File: src/rtl/uart_rx_pkg.sv
package uart_rx_pkg;
  localparam int unsigned DW = 8;
  localparam int unsigned AW = 3;

  typedef enum logic [AW-1:0] {
    OFS_DATA = 3'd0,
    OFS_IER  = 3'd1,
    OFS_IDFC = 3'd2,
    OFS_LCR  = 3'd3,
    OFS_MCR  = 3'd4,
    OFS_LSR  = 3'd5,
    OFS_MSR  = 3'd6,
    OFS_SCR  = 3'd7
  } reg_ofs_e;

  localparam int unsigned LCR_DIV_BIT  = 7;
  localparam int unsigned MCR_LOOP_BIT = 4;
  localparam int unsigned FC_EN_BIT    = 0;
  localparam int unsigned FC_RRST_BIT  = 1;
  localparam int unsigned LS_DR_BIT    = 0;
  localparam int unsigned LS_OE_BIT    = 1;
  localparam int unsigned LS_THE_BIT   = 5;
  localparam int unsigned LS_TE_BIT    = 6;

  localparam logic [DW-1:0] FC_KEEP_MASK = 8'hC9;
  localparam logic [DW-1:0] IER_MASK     = 8'h0F;
  localparam logic [DW-1:0] MCR_MASK     = 8'h1F;
  localparam logic [DW-1:0] NO_DATA      = 8'hFF;
  localparam logic [DW-1:0] ID_NONE      = 8'h01;
  localparam logic [DW-1:0] ID_FIFO_ON   = 8'hC0;
endpackage

File: src/rtl/rx_buf.sv
module rx_buf
  import uart_rx_pkg::*;
#(
  parameter int unsigned DEPTH = 16,
  localparam int unsigned PW   = (DEPTH > 1) ? $clog2(DEPTH) : 1,
  localparam int unsigned CW   = $clog2(DEPTH + 1)
) (
  input  logic          clk_i,
  input  logic          rst_ni,
  input  logic          flush_i,
  input  logic          deep_i,
  input  logic          push_i,
  input  logic [DW-1:0] push_data_i,
  input  logic          pop_i,
  output logic          full_o,
  output logic          empty_o,
  output logic [DW-1:0] head_o,
  output logic [CW-1:0] count_o
);
  logic [DW-1:0] mem_q [DEPTH];
  logic [PW-1:0] wr_ptr_q, rd_ptr_q;
  logic [CW-1:0] count_q, limit;
  logic          do_push, do_pop;

  assign limit   = deep_i ? CW'(DEPTH) : CW'(1);
  assign full_o  = count_q >= limit;
  assign empty_o = count_q == '0;
  assign head_o  = mem_q[rd_ptr_q];
  assign count_o = count_q;

  assign do_push = push_i && !full_o && !flush_i;
  assign do_pop  = pop_i && !empty_o && !flush_i;

  function automatic logic [PW-1:0] nxt(input logic [PW-1:0] p);
    return (p == PW'(DEPTH - 1)) ? '0 : p + PW'(1);
  endfunction

  always_ff @(posedge clk_i or negedge rst_ni) begin
    if (!rst_ni) begin
      wr_ptr_q <= '0;
      rd_ptr_q <= '0;
      count_q  <= '0;
    end else if (flush_i) begin
      wr_ptr_q <= '0;
      rd_ptr_q <= '0;
      count_q  <= '0;
    end else begin
      if (do_push) wr_ptr_q <= nxt(wr_ptr_q);
      if (do_pop)  rd_ptr_q <= nxt(rd_ptr_q);
      case ({do_push, do_pop})
        2'b10:   count_q <= count_q + CW'(1);
        2'b01:   count_q <= count_q - CW'(1);
        default: count_q <= count_q;
      endcase
    end
  end

  always_ff @(posedge clk_i) begin
    if (do_push) mem_q[wr_ptr_q] <= push_data_i;
  end

  a_r3_no_overflow: assert property (@(posedge clk_i) disable iff (!rst_ni)
    count_q <= CW'(DEPTH));
  a_r2_char_depth: assert property (@(posedge clk_i) disable iff (!rst_ni)
    !deep_i |-> count_q <= CW'(1));
  a_r4_flush_empties: assert property (@(posedge clk_i) disable iff (!rst_ni)
    flush_i |=> count_q == '0);
  a_r10_empty_pop: assert property (@(posedge clk_i) disable iff (!rst_ni)
    (pop_i && empty_o && !push_i) |=> empty_o);
endmodule

File: src/rtl/rx_ctrl_regs.sv
module rx_ctrl_regs
  import uart_rx_pkg::*;
#(
  parameter int unsigned REF_HZ = 1843200,
  parameter int unsigned BAUD   = 9600,
  localparam int unsigned DIV_RST = REF_HZ / BAUD / 16
) (
  input  logic          clk_i,
  input  logic          rst_ni,
  input  logic          wr_i,
  input  logic [AW-1:0] ofs_i,
  input  logic [DW-1:0] wdata_i,
  output logic          div_sel_o,
  output logic          loop_o,
  output logic          fifo_en_o,
  output logic          flush_o,
  output logic [DW-1:0] rdata_o
);
  logic [DW-1:0] lcr_q, mcr_q, ier_q, scr_q, dll_q, dlh_q, fc_q;
  logic          fc_wr, en_new;

  assign div_sel_o = lcr_q[LCR_DIV_BIT];
  assign loop_o    = mcr_q[MCR_LOOP_BIT];
  assign fifo_en_o = fc_q[FC_EN_BIT];

  assign fc_wr   = wr_i && (ofs_i == OFS_IDFC);
  assign en_new  = wdata_i[FC_EN_BIT];
  // empty on enable toggle, or on receive reset while enabled
  assign flush_o = fc_wr && ((en_new != fc_q[FC_EN_BIT]) || (en_new && wdata_i[FC_RRST_BIT]));

  always_ff @(posedge clk_i or negedge rst_ni) begin
    if (!rst_ni) begin
      lcr_q <= '0;
      mcr_q <= '0;
      ier_q <= '0;
      scr_q <= '0;
      fc_q  <= '0;
      dll_q <= DW'(DIV_RST);
      dlh_q <= DW'(DIV_RST >> DW);
    end else if (wr_i) begin
      unique case (ofs_i)
        OFS_DATA: if (div_sel_o) dll_q <= wdata_i;
        OFS_IER:  if (div_sel_o) dlh_q <= wdata_i;
                  else ier_q <= wdata_i & IER_MASK;
        OFS_IDFC: fc_q  <= en_new ? (wdata_i & FC_KEEP_MASK) : '0;
        OFS_LCR:  lcr_q <= wdata_i;
        OFS_MCR:  mcr_q <= wdata_i & MCR_MASK;
        OFS_SCR:  scr_q <= wdata_i;
        default:  ;
      endcase
    end
  end

  always_comb begin
    unique case (ofs_i)
      OFS_DATA: rdata_o = div_sel_o ? dll_q : '0;
      OFS_IER:  rdata_o = div_sel_o ? dlh_q : ier_q;
      OFS_LCR:  rdata_o = lcr_q;
      OFS_MCR:  rdata_o = mcr_q;
      OFS_SCR:  rdata_o = scr_q;
      default:  rdata_o = '0;
    endcase
  end

  a_r5_disable_clears: assert property (@(posedge clk_i) disable iff (!rst_ni)
    (fc_wr && !en_new) |=> fc_q == '0);
  a_r12_ier_upper_zero: assert property (@(posedge clk_i) disable iff (!rst_ni)
    ier_q[DW-1:4] == '0);
endmodule

File: src/rtl/rx_line_status.sv
module rx_line_status
  import uart_rx_pkg::*;
(
  input  logic          clk_i,
  input  logic          rst_ni,
  input  logic          ovf_i,
  input  logic          lsr_rd_i,
  input  logic          empty_i,
  output logic [DW-1:0] lsr_o
);
  logic oe_q;

  always_ff @(posedge clk_i or negedge rst_ni) begin
    if (!rst_ni)       oe_q <= 1'b0;
    else if (ovf_i)    oe_q <= 1'b1;
    else if (lsr_rd_i) oe_q <= 1'b0;
  end

  always_comb begin
    lsr_o             = '0;
    lsr_o[LS_DR_BIT]  = !empty_i;
    lsr_o[LS_OE_BIT]  = oe_q;
    lsr_o[LS_THE_BIT] = 1'b1;
    lsr_o[LS_TE_BIT]  = 1'b1;
  end

  a_r8_oe_sets: assert property (@(posedge clk_i) disable iff (!rst_ni)
    ovf_i |=> oe_q);
  a_r8_oe_clears: assert property (@(posedge clk_i) disable iff (!rst_ni)
    (lsr_rd_i && !ovf_i) |=> !oe_q);
endmodule

File: src/rtl/uart_rx_path.sv
module uart_rx_path
  import uart_rx_pkg::*;
#(
  parameter int unsigned DEPTH  = 16,
  parameter int unsigned REF_HZ = 1843200,
  parameter int unsigned BAUD   = 9600,
  localparam int unsigned CW    = $clog2(DEPTH + 1)
) (
  input  logic          clk_i,
  input  logic          rst_ni,
  input  logic          reg_req_i,
  input  logic          reg_we_i,
  input  logic [2:0]    reg_addr_i,
  input  logic [7:0]    reg_wdata_i,
  output logic [7:0]    reg_rdata_o,
  input  logic          rx_valid_i,
  input  logic [7:0]    rx_data_i,
  output logic          rx_ready_o
);
  logic          wr, rd, div_sel, loop, fifo_en, flush;
  logic          data_wr, data_rd, lsr_rd, lb_push, src_push, push, ovf;
  logic          full, empty;
  logic [DW-1:0] head, push_data, ctrl_rdata, lsr;
  logic [CW-1:0] count;

  assign wr      = reg_req_i && reg_we_i;
  assign rd      = reg_req_i && !reg_we_i;
  assign data_wr = wr && (reg_addr_i == OFS_DATA) && !div_sel;
  assign data_rd = rd && (reg_addr_i == OFS_DATA) && !div_sel;
  assign lsr_rd  = rd && (reg_addr_i == OFS_LSR);

  assign lb_push   = data_wr && loop;
  assign src_push  = !loop && rx_valid_i && !full && !flush;
  assign push      = lb_push || src_push;
  assign push_data = loop ? reg_wdata_i : rx_data_i;
  assign ovf       = lb_push && full;
  // loopback consumes and discards source bytes
  assign rx_ready_o = loop || (!full && !flush);

  rx_ctrl_regs #(.REF_HZ(REF_HZ), .BAUD(BAUD)) i_regs (
    .clk_i     (clk_i),
    .rst_ni    (rst_ni),
    .wr_i      (wr),
    .ofs_i     (reg_addr_i),
    .wdata_i   (reg_wdata_i),
    .div_sel_o (div_sel),
    .loop_o    (loop),
    .fifo_en_o (fifo_en),
    .flush_o   (flush),
    .rdata_o   (ctrl_rdata)
  );

  rx_buf #(.DEPTH(DEPTH)) i_buf (
    .clk_i       (clk_i),
    .rst_ni      (rst_ni),
    .flush_i     (flush),
    .deep_i      (fifo_en),
    .push_i      (push),
    .push_data_i (push_data),
    .pop_i       (data_rd),
    .full_o      (full),
    .empty_o     (empty),
    .head_o      (head),
    .count_o     (count)
  );

  rx_line_status i_lsr (
    .clk_i    (clk_i),
    .rst_ni   (rst_ni),
    .ovf_i    (ovf),
    .lsr_rd_i (lsr_rd),
    .empty_i  (empty),
    .lsr_o    (lsr)
  );

  always_comb begin
    unique case (reg_addr_i)
      OFS_DATA: reg_rdata_o = div_sel ? ctrl_rdata : (empty ? NO_DATA : head);
      OFS_IDFC: reg_rdata_o = ID_NONE | (fifo_en ? ID_FIFO_ON : '0);
      OFS_LSR:  reg_rdata_o = lsr;
      OFS_MSR:  reg_rdata_o = '0;
      default:  reg_rdata_o = ctrl_rdata;
    endcase
  end

  a_r11_divisor_no_move: assert property (@(posedge clk_i) disable iff (!rst_ni)
    (reg_req_i && div_sel && loop && (reg_addr_i == OFS_DATA)) |=> count == $past(count));
  a_r7_source_ignored: assert property (@(posedge clk_i) disable iff (!rst_ni)
    (loop && !(reg_req_i && reg_we_i)) |=> count <= $past(count));
endmodule

File: config.mk
export PLATFORM = sky130hd
export DESIGN_NAME = uart_rx_path
export DESIGN_NICKNAME = d
export VERILOG_FILES = /design/src/rtl/uart_rx_pkg.sv /design/src/rtl/rx_buf.sv /design/src/rtl/rx_ctrl_regs.sv /design/src/rtl/rx_line_status.sv /design/src/rtl/uart_rx_path.sv
export SDC_FILE = /design/constraint.sdc
export NUM_CORES = 1
export LEC_CHECK = 0
export CELL_PAD_IN_SITES_DETAIL_PLACEMENT = 1
export CELL_PAD_IN_SITES_GLOBAL_PLACEMENT = 1
export CORE_MARGIN = 2
export CORE_UTILIZATION = 56
export DETAILED_ROUTE_END_ITERATION = 8
export GPL_TIMING_DRIVEN = 0
export PLACE_DENSITY_LB_ADDON = 0.1
export SLEW_MARGIN = 20
export SYNTH_ARGS = -nofsm -noshare
export SYNTH_HDL_FRONTEND = slang
export SYNTH_SLANG_ARGS = --single-unit
export TNS_END_PERCENT = 5
File: constraint.sdc
create_clock -name clk_i -period 7.3 [get_ports clk_i]
set_clock_uncertainty 0.2 [all_clocks]
set_input_delay 2.19 -clock clk_i [delete_from_list [all_inputs] [get_ports clk_i]]
set_output_delay 2.19 -clock clk_i [all_outputs]
set_load 0.005 [all_outputs]
======== Word-level counts from Yosys, hierarchy flattened ========
Memories as Yosys holds them, arrays and structs flattened.
Cells that the tools add are included.
cells by class
  $add $sub $neg .......................... 4
  $lt $le $gt $ge ......................... 1
  equality and inequality tests ........... 12
  muxes and demuxes ....................... 21
  bitwise operators ....................... 1
  reductions and logical operators ........ 42
operators by type and width
  operator                                          number
  2-to-1 mux 8 bit                                  5
  one-hot mux 8 bit (5 select lines)                1
  one-hot mux 8 bit (4 select lines)                1
  2-to-1 mux 4 bit                                  6
  logical AND 1 bit                                 20
  == test 3 bit, second input constant              4
  2-to-1 mux 5 bit                                  2
  one-hot mux 5 bit (2 select lines)                1
  AND reduction 3 bit                               3
  adder 4 x 1 -> 4 bit, second input constant       2
  == test 4 bit, second input constant              2
  AND reduction 2 bit                               4
  == test 3 x 2 -> 1 bit, second input constant     2
  zero test 1 bit                                   6
  nonzero test 2 bit                                3
  adder 5 x 1 -> 5 bit, second input constant       1
  >= comparator 5 bit                               1
  zero test 5 bit                                   1
  2-to-1 mux 1 bit                                  5
  subtractor 5 x 1 -> 5 bit, second input constant  1
  == test 3 x 1 -> 1 bit, second input constant     1
  zero test 3 bit                                   1
  logical OR 1 bit                                  3
  nonzero test 3 bit                                1
  4 further kinds                                   4
storage, ports and cells
  register bits after elaboration ......... 56
  memory bits (writable) .................. 128
  input bits .............................. 24
  output and inout bits ................... 9
  memories ................................ 1
memory list
  name         depth  width  read ports  clocked after memory_dff  wr ports  line          source
  i_buf.mem_q  16     8      1           0                         1         rx_buf.sv:20  logic [DW-1:0] mem_q [DEPTH];

======== Longest topological paths before layout ========
  depth in word-level cells ............... 11
  depth in mapped cells ................... 13
  depth with buffers taken out ............ 13

======== Modules after synthesis ========
From an unflattened synthesis, not the netlist that was laid out.
second synthesis, totals
  cells, all modules ...................... 604
  area total of the unflattened synthesis .. 8,699.6 um^2
by module, submodules not included
  module          times used  cells an instance  area an instance (um^2)  seq. area each (um^2)
  rx_buf          1           363                5,915.7                  4,169.0
  rx_ctrl_regs    1           151                2,120.8                  1,053.5
  uart_rx_path    1           77                 563.0                    0.0
  rx_line_status  1           13                 100.1                    25.0

======== Worst setup path before layout ========
Ideal clock, no wire load.
  path kind ............................... input port to output port
  start ................................... in reg_addr_i[2]
  end ..................................... out reg_rdata_o[4]
  data arrival time ....................... 3.489 ns
  required time ........................... 4.910 ns
  path slack .............................. 1.421 ns
  stages on the path ...................... 7
  path through ............................ buf_2 -> buf_1 -> clkbuf_1 -> mux2i_1 -> nor2_1 -> a31oi_1 -> o211ai_1
on the way
  longest elaborated chain between the ends .. 4
  elaborated cells on any way between the ends .. 11
  those cells by class .................... eq/ne (7); mux (3); reduce/logical (1)
RTL lines
  element                                line                source
  from (decl)                            uart_rx_path.sv:13  input logic [2:0] reg_addr_i,
  == test 3 bit (tied with other cells)  rx_ctrl_regs.sv:55  unique case (ofs_i)
  one-hot mux 8 bit (5 select lines)     rx_ctrl_regs.sv:55
  2-to-1 mux 8 bit                       uart_rx_path.sv:78  OFS_DATA: reg_rdata_o = div_sel ? ctrl_rdata : (empty ? NO_DATA : head);
  one-hot mux 8 bit (4 select lines) *   uart_rx_path.sv:77  unique case (reg_addr_i)
  to (decl)                              uart_rx_path.sv:15  output logic [7:0] reg_rdata_o,
Mark *: on every way between the ends. The rest lies on a longest branch, timed or not.

======== Final worst setup path ========
  start ................................... in reg_addr_i[2]
  end ..................................... out reg_rdata_o[0]
Same word-level chain as after synthesis.

==> summary.txt <==
Status
  • Status: finished, final reports clean

Timing
  • Final Hold Violating Endpoints: 0
  • Min Tclk post-route: 7.19 ns
  • RSZ-0062 raised after global routing: no
  • Worst Tran Pin Value: ~1.2 ns
  • Finish-stage setup viols: 0
  • Final worst-path cycle share: between 90 and 100%
  • Worst Slack Setup Final: 0.108 ns
  • Rel. slew slack: between 20% and 30%
  • Hold Slack: 0.310 ns
  • Fmax: approximately 0.14 GHz
  • Final Max Tran Viols: 0

Drt
  • Via count: between 4000 and 5000
  • DR DRC count: 0
  • Vias per cell: between 6 and 7
  • DR pass1 iterations: 5
  • DR iter-0 viols: around 540
  • Wire length per cell: 27.7 um
  • Routed Wire Length: 21200 um
  • Antenna-violating nets left: 0

Clock tree
  • H-Tree Level Count: 4
  • Num CTS Buffers: 17
  • Clock Sinks: 184
  • CTS tree: built
  • Skew-Pair Late Insertion Delay: between 0.4 and 0.5 ns
  • CTS root buf: clkbuf_16
  • Worst-path clk slew: ~0.060 ns
  • Hold Buf Count CTS: 0
  • Postcts setup bufs: 0
  • Resized Gates After CTS: 1
  • CTS Buffer Depth: 2

GRT
  • Vias in the first global route: approximately 5400
  • Grt ovf: 0
  • Initial antenna violation count: 0
  • GR Util All Layers: around 29%
  • Largest net degree at the start of global routing: between 50 and 60
  • First-pass GRT wire length: between 30000 and 40000 um

Synth
  • Synth cell types: 60
  • Ys async rst share: between 30 and 40%
  • Yosys reg bits: around 180
  • Post-Syn Instances: 513
  • EDFF count, synth: approximately 130
  • Post-synthesis cell area: 8190 um^2
  • Syn nets: approximately 550
  • Proportion of synthesized chip area in sequential cells: between 60% and 70%
  • Ys Warns: 0
  • Syn_area_per_cell: approximately 16 um^2
  • Synth Flop Type: edfxtp_1

Finish
  • Share of cells above drive strength 1: between 20% and 30%
  • Ant. Diodes: 0
  • Layout fillers: 1293
  • Post-Layout Cell Count: about 760
  • Layout net count: between 600 and 700
  • P&R area growth vs syn: 13.9%

Worst setup path
  • Worst setup path class: in -> out
  • Setup crit end kind: output port
  • WP data arrival: between 4 and 5 ns
  • Startpoint Class: input port
  • FF-to-FF setup slack: around 3.5 ns
  • Max Fanout on Critical Path: 10
  • Worst Path Required: 4.91 ns

Power
  • Peak supply drop: approximately 190 uV
  • Total power: between 2 and 3 mW
  • Leakage power: between 3 and 4 nW
  • Pwr Density: roughly 310 nW/um^2

Job
  • Max cap viols: 0

Placed design
  • Pre-CTS WS: -0.121 ns
  • Port Buffer Count: 31
  • Post-detailed-placement half-perimeter wirelength: ~14000 um
  • Placed cell count: 732
  • Final RePlAce weighted congestion: ~0.9

Floorplan
  • Core area: approximately 14000 um^2
  • Site Rows: 44
  • Ports: 33
  • Initial core utilization: between 50% and 60%
  • Die area: ~16000 um^2
  • Height of the chip: around 120 um
  • Die W: 125 um

Worst hold path
  • Hold Path Class: reg -> reg
[layout make-up]
| type | count | area [um^2] | share of cell area (%) |
|---|---|---|---|
| Inverter | 18 | 67.6 | 0.724 |
| Timing Repair Buffer | 35 | 328 | 3.51 |
| Tap cell | 184 | 230 | 2.47 |
| Clock inverter | 13 | 111 | 1.19 |
| Buffer | 27 | 116 | 1.25 |
| Clock buffer | 19 | 433 | 4.64 |
| Sequential cell | 184 | 5250 | 56.3 |
| Multi-Input combinational cell | 284 | 2790 | 29.9 |
[worst max-delay path, stage by stage]
cell and delay (ns):
clkdlybuf4s50_1 0.58, buf_2 0.32, buf_2 0.32, a21oi_1 0.12
a2111oi_0 0.54, a21oi_1 0.08, nand3_1 0.13, clkdlybuf4s50_1 0.52
[metal layers]
layer,vias up,part of all wire [%],global-route usage [%]
li1,2116,-,-
met1,2621,40,37.3
met2,193,52,48.5
met3,49,5.1,5.03
met4,0,2.8,10.5
met5,-,0,0
[cell families after synthesis]
group | share of synthesized area [%]
AO/OA/AOI/OAI | 5.99
flip-flops | 64.1
AND/OR/NAND/NOR | 6.49
XOR/XNOR | 0.321
adder cells (fa/ha/maj) | 1.77
multiplexers | 19.1
buffers and inverters | 2.22
[layout by cell type (no fill, tap or decap), types with 3 or more instances in the layout]
cell type / n
edfxtp_1: 128
o21ai_0: 21
mux4_2: 40
inv_6: 3
nand3_1: 8
ha_1: 10
a22oi_1: 3
nor3_1: 5
clkbuf_1: 16
nand3b_1: 3
clkbuf_16: 17
clkinvlp_4: 4
o211ai_1: 3
buf_1: 3
nor3_2: 3
inv_1: 17
mux2_2: 52
buf_2: 12
o22ai_1: 5
o31ai_1: 3
inv_8: 3
xor2_1: 3
dfrtp_1: 54
or3_1: 6
and2_1: 4
nor2_1: 19
clkdlybuf4s50_1: 30
nor2b_1: 3
a21oi_1: 11
nand2b_1: 3
nand2_1: 25
mux2i_1: 8
nor4_2: 4
and3_1: 9
[final timing paths]
path,from,to,cells after the start
setup / recovery,reg_addr_i[2],reg_rdata_o[0],8
hold / removal,i_regs.scr_q[3],i_regs.scr_q[3],1
setup reg to reg,i_regs.fc_q[0],i_buf.count_o[4],12
hold reg to reg,i_regs.scr_q[3],i_regs.scr_q[3],1
max in group asynchronous,rst_ni,i_regs.scr_q[2],1
min in group asynchronous,rst_ni,i_buf.count_o[2],1
[sequential cells by signal, summed over array words and instances (netlist names)]
name / count
i_regs.mcr_q: 5
i_regs.dll_q: 8
i_regs.ier_q: 4
i_regs.dlh_q: 8
i_buf.count_o: 5
i_buf.rd_ptr_q: 4
i_regs.lcr_q: 8
i_regs.scr_q: 8
i_lsr.oe_q: 1
i_buf.wr_ptr_q: 4
i_buf.mem_q: 128
i_regs.fc_q: 1
[Yosys cell counts, drive strengths merged, types with 2 or more instances]
library cell	count	area, um^2
a2111oi	2	36.3
a21oi	12	63.8
a22oi	4	35.0
a2bb2oi	2	17.5
a31oi	2	12.5
and2	5	31.3
and3	9	56.3
buf	12	57.6
clkbuf	15	56.3
dfrtp	54	1350
dfstp	2	52.6
edfxtp	128	3840
ha	10	125
inv	17	63.8
mux2	52	586
mux2i	8	80.1
mux4	40	901
nand2	25	93.8
nand2b	3	18.8
nand3	8	40.0
nand3b	3	22.5
nor2	20	75.1
nor2b	3	18.8
nor3	8	50.1
nor3b	2	15.0
nor4	5	46.3
o211ai	3	22.5
o21ai	21	105
o22ai	5	31.3
o311ai	2	17.5
o31ai	3	22.5
or3	7	48.8
or4	2	15.0
xor2	3	26.3
[stage by stage]
stage	utilization, %	TNS, ns	area (um^2)
after floorplan	-	0	8190
after global placement	60.5	-0.388	8730
after detailed placement	60.8	-0.316	8770
after CTS	64.6	0	9320
after global routing	64.7	0	9330
final	64.7	0	9330
[power breakdown]
part           switching (mW)  internal [mW]
sequential             0.0654           1.26
clock                   0.419          0.445
combinational           0.413          0.334
No activity file was read; power rests on OpenSTA's default activity.
